===== config.mk =====
export PLATFORM = sky130hd
export DESIGN_NAME = fpflag_accum
export DESIGN_NICKNAME = d
export VERILOG_FILES = /design/src/rtl/fpflag_pkg.sv /design/src/rtl/fpflag_cause_map.sv /design/src/rtl/fpflag_csr_reg.sv /design/src/rtl/fpflag_raise.sv /design/src/rtl/fpflag_accum.sv
export SDC_FILE = /design/constraint.sdc
export NUM_CORES = 1
export LEC_CHECK = 0
export CELL_PAD_IN_SITES_DETAIL_PLACEMENT = 2
export CELL_PAD_IN_SITES_GLOBAL_PLACEMENT = 2
export CORE_MARGIN = 5
export CORE_UTILIZATION = 25
export DETAILED_ROUTE_END_ITERATION = 12
export PLACE_DENSITY = 0.81
export SLEW_MARGIN = 15
export SYNTH_ARGS = -nofsm -noshare
export SYNTH_HDL_FRONTEND = slang
export SYNTH_HIERARCHICAL = 1
export SYNTH_SLANG_ARGS = --single-unit
export TNS_END_PERCENT = 50

===== constraint.sdc =====
create_clock -name clk -period 2.8 [get_ports clk]
set_input_delay 0.42 -clock clk [delete_from_list [all_inputs] [get_ports clk]]
set_output_delay 0.42 -clock clk [all_outputs]
set_load 0.05 [all_outputs]

===== src/rtl/fpflag_pkg.sv =====
package fpflag_pkg;

    localparam int CAUSE_W   = 13;
    localparam int NUM_FLAGS = 8;
    localparam int CSR_W     = NUM_FLAGS + 1;

    // cause bit positions
    localparam int C_SNAN  = 0;
    localparam int C_QNAN  = 1;
    localparam int C_ISI   = 2;
    localparam int C_IDI   = 3;
    localparam int C_ZDZ   = 4;
    localparam int C_IMZ   = 5;
    localparam int C_CVT   = 6;
    localparam int C_CMP   = 7;
    localparam int C_SQRT  = 8;
    localparam int C_OVF   = 9;
    localparam int C_UNF   = 10;
    localparam int C_DZ    = 11;
    localparam int C_INEX  = 12;

    // flag index (register bit = index + 1)
    localparam int F_OVF  = 0;
    localparam int F_UNF  = 1;
    localparam int F_SNAN = 2;
    localparam int F_QNAN = 3;
    localparam int F_INV  = 4;
    localparam int F_INF  = 5;
    localparam int F_DZ   = 6;
    localparam int F_INEX = 7;

    typedef struct packed {
        logic [NUM_FLAGS-1:0] flags;
        logic                 en;
    } csr_t;

    // Which cause bits feed each flag.
    function automatic logic [CAUSE_W-1:0] flag_cause_mask(input int idx);
        logic [CAUSE_W-1:0] m;
        m = '0;
        case (idx)
            F_OVF:  m[C_OVF]  = 1'b1;
            F_UNF:  m[C_UNF]  = 1'b1;
            F_SNAN: m[C_SNAN] = 1'b1;
            F_QNAN: m[C_QNAN] = 1'b1;
            F_INV:  m[C_SQRT:C_SNAN] = '1;
            F_INF:  begin m[C_ISI] = 1'b1; m[C_IDI] = 1'b1; end
            F_DZ:   m[C_DZ]   = 1'b1;
            F_INEX: m[C_INEX] = 1'b1;
            default: m = '0;
        endcase
        return m;
    endfunction

endpackage


===== src/rtl/fpflag_cause_map.sv =====
module fpflag_cause_map
    import fpflag_pkg::*;
(
    input  logic [CAUSE_W-1:0]   cause_i,
    output logic [NUM_FLAGS-1:0] flag_set_o
);

    for (genvar k = 0; k < NUM_FLAGS; k++) begin : g_flag
        localparam logic [CAUSE_W-1:0] MASK = flag_cause_mask(k);
        assign flag_set_o[k] = |(cause_i & MASK);
    end

endmodule


===== src/rtl/fpflag_csr_reg.sv =====
module fpflag_csr_reg
    import fpflag_pkg::*;
(
    input  logic                 clk,
    input  logic                 rst,
    input  logic                 we_i,
    input  csr_t                 wdata_i,
    input  logic                 upd_i,
    input  logic [NUM_FLAGS-1:0] flag_set_i,
    output csr_t                 csr_q_o,
    output logic                 armed_o,
    output logic [NUM_FLAGS-1:0] post_flags_o
);

    csr_t csr_q;
    csr_t base;
    csr_t nxt;

    // Write lands first; the resulting enable gates the update.
    always_comb begin
        base    = we_i ? wdata_i : csr_q;
        armed_o = upd_i && base.en;
        nxt     = base;
        if (armed_o) begin
            nxt.flags = base.flags | flag_set_i;
        end
        post_flags_o = nxt.flags;
    end

    always_ff @(posedge clk) begin
        if (rst) begin
            csr_q <= '0;
        end else begin
            csr_q <= nxt;
        end
    end

    assign csr_q_o = csr_q;

endmodule


===== src/rtl/fpflag_raise.sv =====
module fpflag_raise
    import fpflag_pkg::*;
#(
    parameter int ADDR_W = 32
) (
    input  logic                 clk,
    input  logic                 rst,
    input  logic                 armed_i,
    input  logic [NUM_FLAGS-1:0] post_flags_i,
    input  logic [ADDR_W-1:0]    pc_i,
    output logic                 req_o,
    output logic [ADDR_W-1:0]    pc_o
);

    logic fire;
    assign fire = armed_i && (|post_flags_i);

    always_ff @(posedge clk) begin
        if (rst) begin
            req_o <= 1'b0;
            pc_o  <= '0;
        end else begin
            req_o <= fire;
            if (fire) begin
                pc_o <= pc_i;
            end
        end
    end

endmodule


===== src/rtl/fpflag_accum.sv =====
module fpflag_accum
    import fpflag_pkg::*;
#(
    parameter int ADDR_W = 32
) (
    input  logic                 clk,
    input  logic                 rst,
    input  logic                 csr_we_i,
    input  logic [CSR_W-1:0]     csr_wdata_i,
    input  logic                 st_valid_i,
    input  logic [CAUSE_W-1:0]   st_cause_i,
    input  logic [ADDR_W-1:0]    prev_pc_i,
    output logic [CSR_W-1:0]     csr_o,
    output logic                 fpe_req_o,
    output logic [ADDR_W-1:0]    fpe_pc_o
);

    logic [NUM_FLAGS-1:0] flag_set;
    logic [NUM_FLAGS-1:0] post_flags;
    logic                 armed;
    csr_t                 csr_q;

    fpflag_cause_map u_map (
        .cause_i    (st_cause_i),
        .flag_set_o (flag_set)
    );

    fpflag_csr_reg u_csr (
        .clk          (clk),
        .rst          (rst),
        .we_i         (csr_we_i),
        .wdata_i      (csr_t'(csr_wdata_i)),
        .upd_i        (st_valid_i),
        .flag_set_i   (flag_set),
        .csr_q_o      (csr_q),
        .armed_o      (armed),
        .post_flags_o (post_flags)
    );

    fpflag_raise #(.ADDR_W(ADDR_W)) u_raise (
        .clk          (clk),
        .rst          (rst),
        .armed_i      (armed),
        .post_flags_i (post_flags),
        .pc_i         (prev_pc_i),
        .req_o        (fpe_req_o),
        .pc_o         (fpe_pc_o)
    );

    assign csr_o = csr_q;

endmodule


==> results.json <==
{
  "synth_top_area_cell": "dfxtp_1",
  "drc": 0,
  "post-route-min-period_ps": 2580,
  "initial_utilization_pct": 25.6,
  "total_power_w": 0.00149,
  "die_h_um": 102,
  "ctsResizeCount": 0,
  "synth_cell_type_count": 21,
  "yosys_most_used_dff": "dfxtp_1",
  "synth_commonest_cells": "nand2b_1, dfxtp_1, mux2i_1",
  "drt_wl_total_um": 5950,
  "gr-total-overflow": 0,
  "antenna_found_initial": 0,
  "setup-violations-final": 0,
  "clock_latency_ps": 300,
  "top_layer": "met4",
  "leakage_nw": 1.14,
  "crit_fanout": 16,
  "synth_area_leaders": "dfxtp_1, mux2i_1, nand2b_1, nand3b_1, buf_12",
  "grt_use_total_pct": 11.8,
  "status": "completed",
  "cts_max_level": 2,
  "synth.top_cell.area_share_pct": 40.1,
  "instances_no_fill": 407,
  "async_reset_ff_share_pct": 0,
  "clock-sinks": 42,
  "required_ps": 2990,
  "drt-met1-wl_um": 2560,
  "hold_viol": 0,
  "syn_to_final_growth_pct": 53.2,
  "p_per_area_nw_per_um2": 463,
  "cts_tree": "yes",
  "max_slew_margin_pct": 54.3,
  "dieWidth_um": 102,
  "coreArea_um2": 8180,
  "ys_ff_latch": 42,
  "postCtsSetupBuffers": 0,
  "holdCritPathClass": "reg2reg",
  "firstDrtPassIters": 4,
  "post-route-period-util_pct": 92.3,
  "cts_made_buffers": 5,
  "wl_per_cell_um": 14.6,
  "grt_pass1_wl_um": 9660,
  "ys.warnings.count": 6,
  "grt_pass1_vias": 1984,
  "finalClockSkew_ps": 8.72,
  "ctsHoldBuffers": 0,
  "worstMarginPinSlew_ps": 685,
  "die_area_um2": 10300,
  "path_class": "in2reg",
  "antenna_left": 0,
  "synthCells": 211,
  "rsz0062_at_grt": "no",
  "dp_hpwl_um": 4650,
  "cpPeakStageDelay_ps": 550,
  "final_nets": 359,
  "finalMaxSlewViolations": 0,
  "synth_seq_area_share_pct": 40.1,
  "io_buffers": 99,
  "synth-edff-count": 0,
  "cp_cell_sequence": "clkdlybuf4s50_1 -> mux2i_4 -> o21ai_0 -> nor4_1 -> a21boi_4 -> buf_12 -> mux2i_1",
  "cap_violations": 0,
  "placed_cells": 399,
  "final_util_pct": 39.3,
  "diodes": 0,
  "rows": 33,
  "cts_max_path_buffers": 2,
  "clk_pin_slew_ps": 90,
  "vias": 1774,
  "grt_max_degree": 52,
  "drtIter0Drc": 20,
  "place_ws_ps": -115,
  "end_kind": "register",
  "synth_area_um2": 2090,
  "root_buffer": "clkbuf_8",
  "crit_path_start_kind": "input port",
  "crit_arrival_ps": 2770,
  "peakVddDrop_uv": 193,
  "setup_ws_ps": 216,
  "place.gp.congestion": 0.656,
  "viasPerCell": 4.36,
  "wl_met2_um": 2910,
  "num_io_pins": 100,
  "achievable-frequency_ghz": 0.387,
  "wl_met3_um": 412,
  "yosysMostFrequentCell": "nand2b_1",
  "synth.avg_cell_area_um2": 9.93,
  "drive_above_1_share_pct": 6.29,
  "syn-num-nets": 269,
  "crit_slowest_cell": "clkdlybuf4s50_1"
}
through the flow:
step / hold WS (ps) / setup TNS, ps / cell area (µm²)
after floorplan: 575 / 0 / 2090
after CTS: 486 / 0 / 3210
after global routing: 514 / 0 / 3210
final: 481 / 0 / 3210
after global placement: 457 / -991 / 3110
after detailed placement: 474 / -2640 / 3110
layer usage:
| metal | track usage, % | vias to the layer above |
|---|---|---|
| met5 | 0 | - |
| met4 | 3.37 | 0 |
| met3 | 3.24 | 4 |
| met2 | 19.8 | 61 |
| met1 | 14.8 | 834 |
| li1 | - | 875 |
final timing paths:
kind	cells after the start	endpoint	startpoint	slack (ps)
worst max-delay path	7	u_raise/pc_o[2]$_SDFFE_PP0P_	csr_we_i	220
worst min-delay path	2	u_raise/pc_o[20]$_SDFFE_PP0P_	u_raise/pc_o[20]$_SDFFE_PP0P_	480
worst max register to register	6	u_raise/pc_o[2]$_SDFFE_PP0P_	u_csr/csr_q_o[0]$_SDFF_PP0_	630
worst min register to register	2	u_raise/pc_o[20]$_SDFFE_PP0P_	u_raise/pc_o[20]$_SDFFE_PP0P_	480
cell type report:
cell class	count	area (µm²)
Tap cell	105	131
Multi-Input combinational cell	147	1090
Clock buffer	6	82.6
Timing Repair Buffer	105	1060
Fill cell	896	4970
Sequential cell	42	841
Clock inverter	2	12.5
cell families after synthesis:
kind of cell,after synthesis,share of synthesized area (%)
flip-flops,42,40.1
multiplexers,41,20.2
AND/OR/NAND/NOR,89,26.3
buffers and inverters,22,8.54
AO/OA/AOI/OAI,17,4.84
layout by cell type (no fill, tap or decap), drive strengths merged:
cell type      count
clkdlybuf4s50     98
nand2b            64
dfxtp             42
mux2i             41
nand3b             9
nand2              8
o22ai              8
o21ai              8
buf                7
clkbuf             6
nor4               3
nor2b              2
clkinvlp           1
clkinv             1
nor2               1
or2                1
nor3               1
a21boi             1
power breakdown:
part,total (W),switching [W],internal [W]
Combinational,0.000414,0.000220,0.000194
Sequential,0.000649,0.0000186,0.000631
Clock,0.000423,0.000224,0.000199
sequential cells by signal, indices dropped and copies added, names as in the netlist:
| name | count |
|---|---|
| u_raise/req_o | 1 |
| u_csr/csr_q_o | 9 |
| u_raise/pc_o | 32 |
worst max-delay path: cells and delay by family:
kind / cells / cell delay (ps)
buffers and inverters: 2 / 770
AND/OR/NAND/NOR: 1 / 550
AO/OA/AOI/OAI: 2 / 420
multiplexers: 2 / 590
Note: power is estimated with default switching activity, not from simulation.
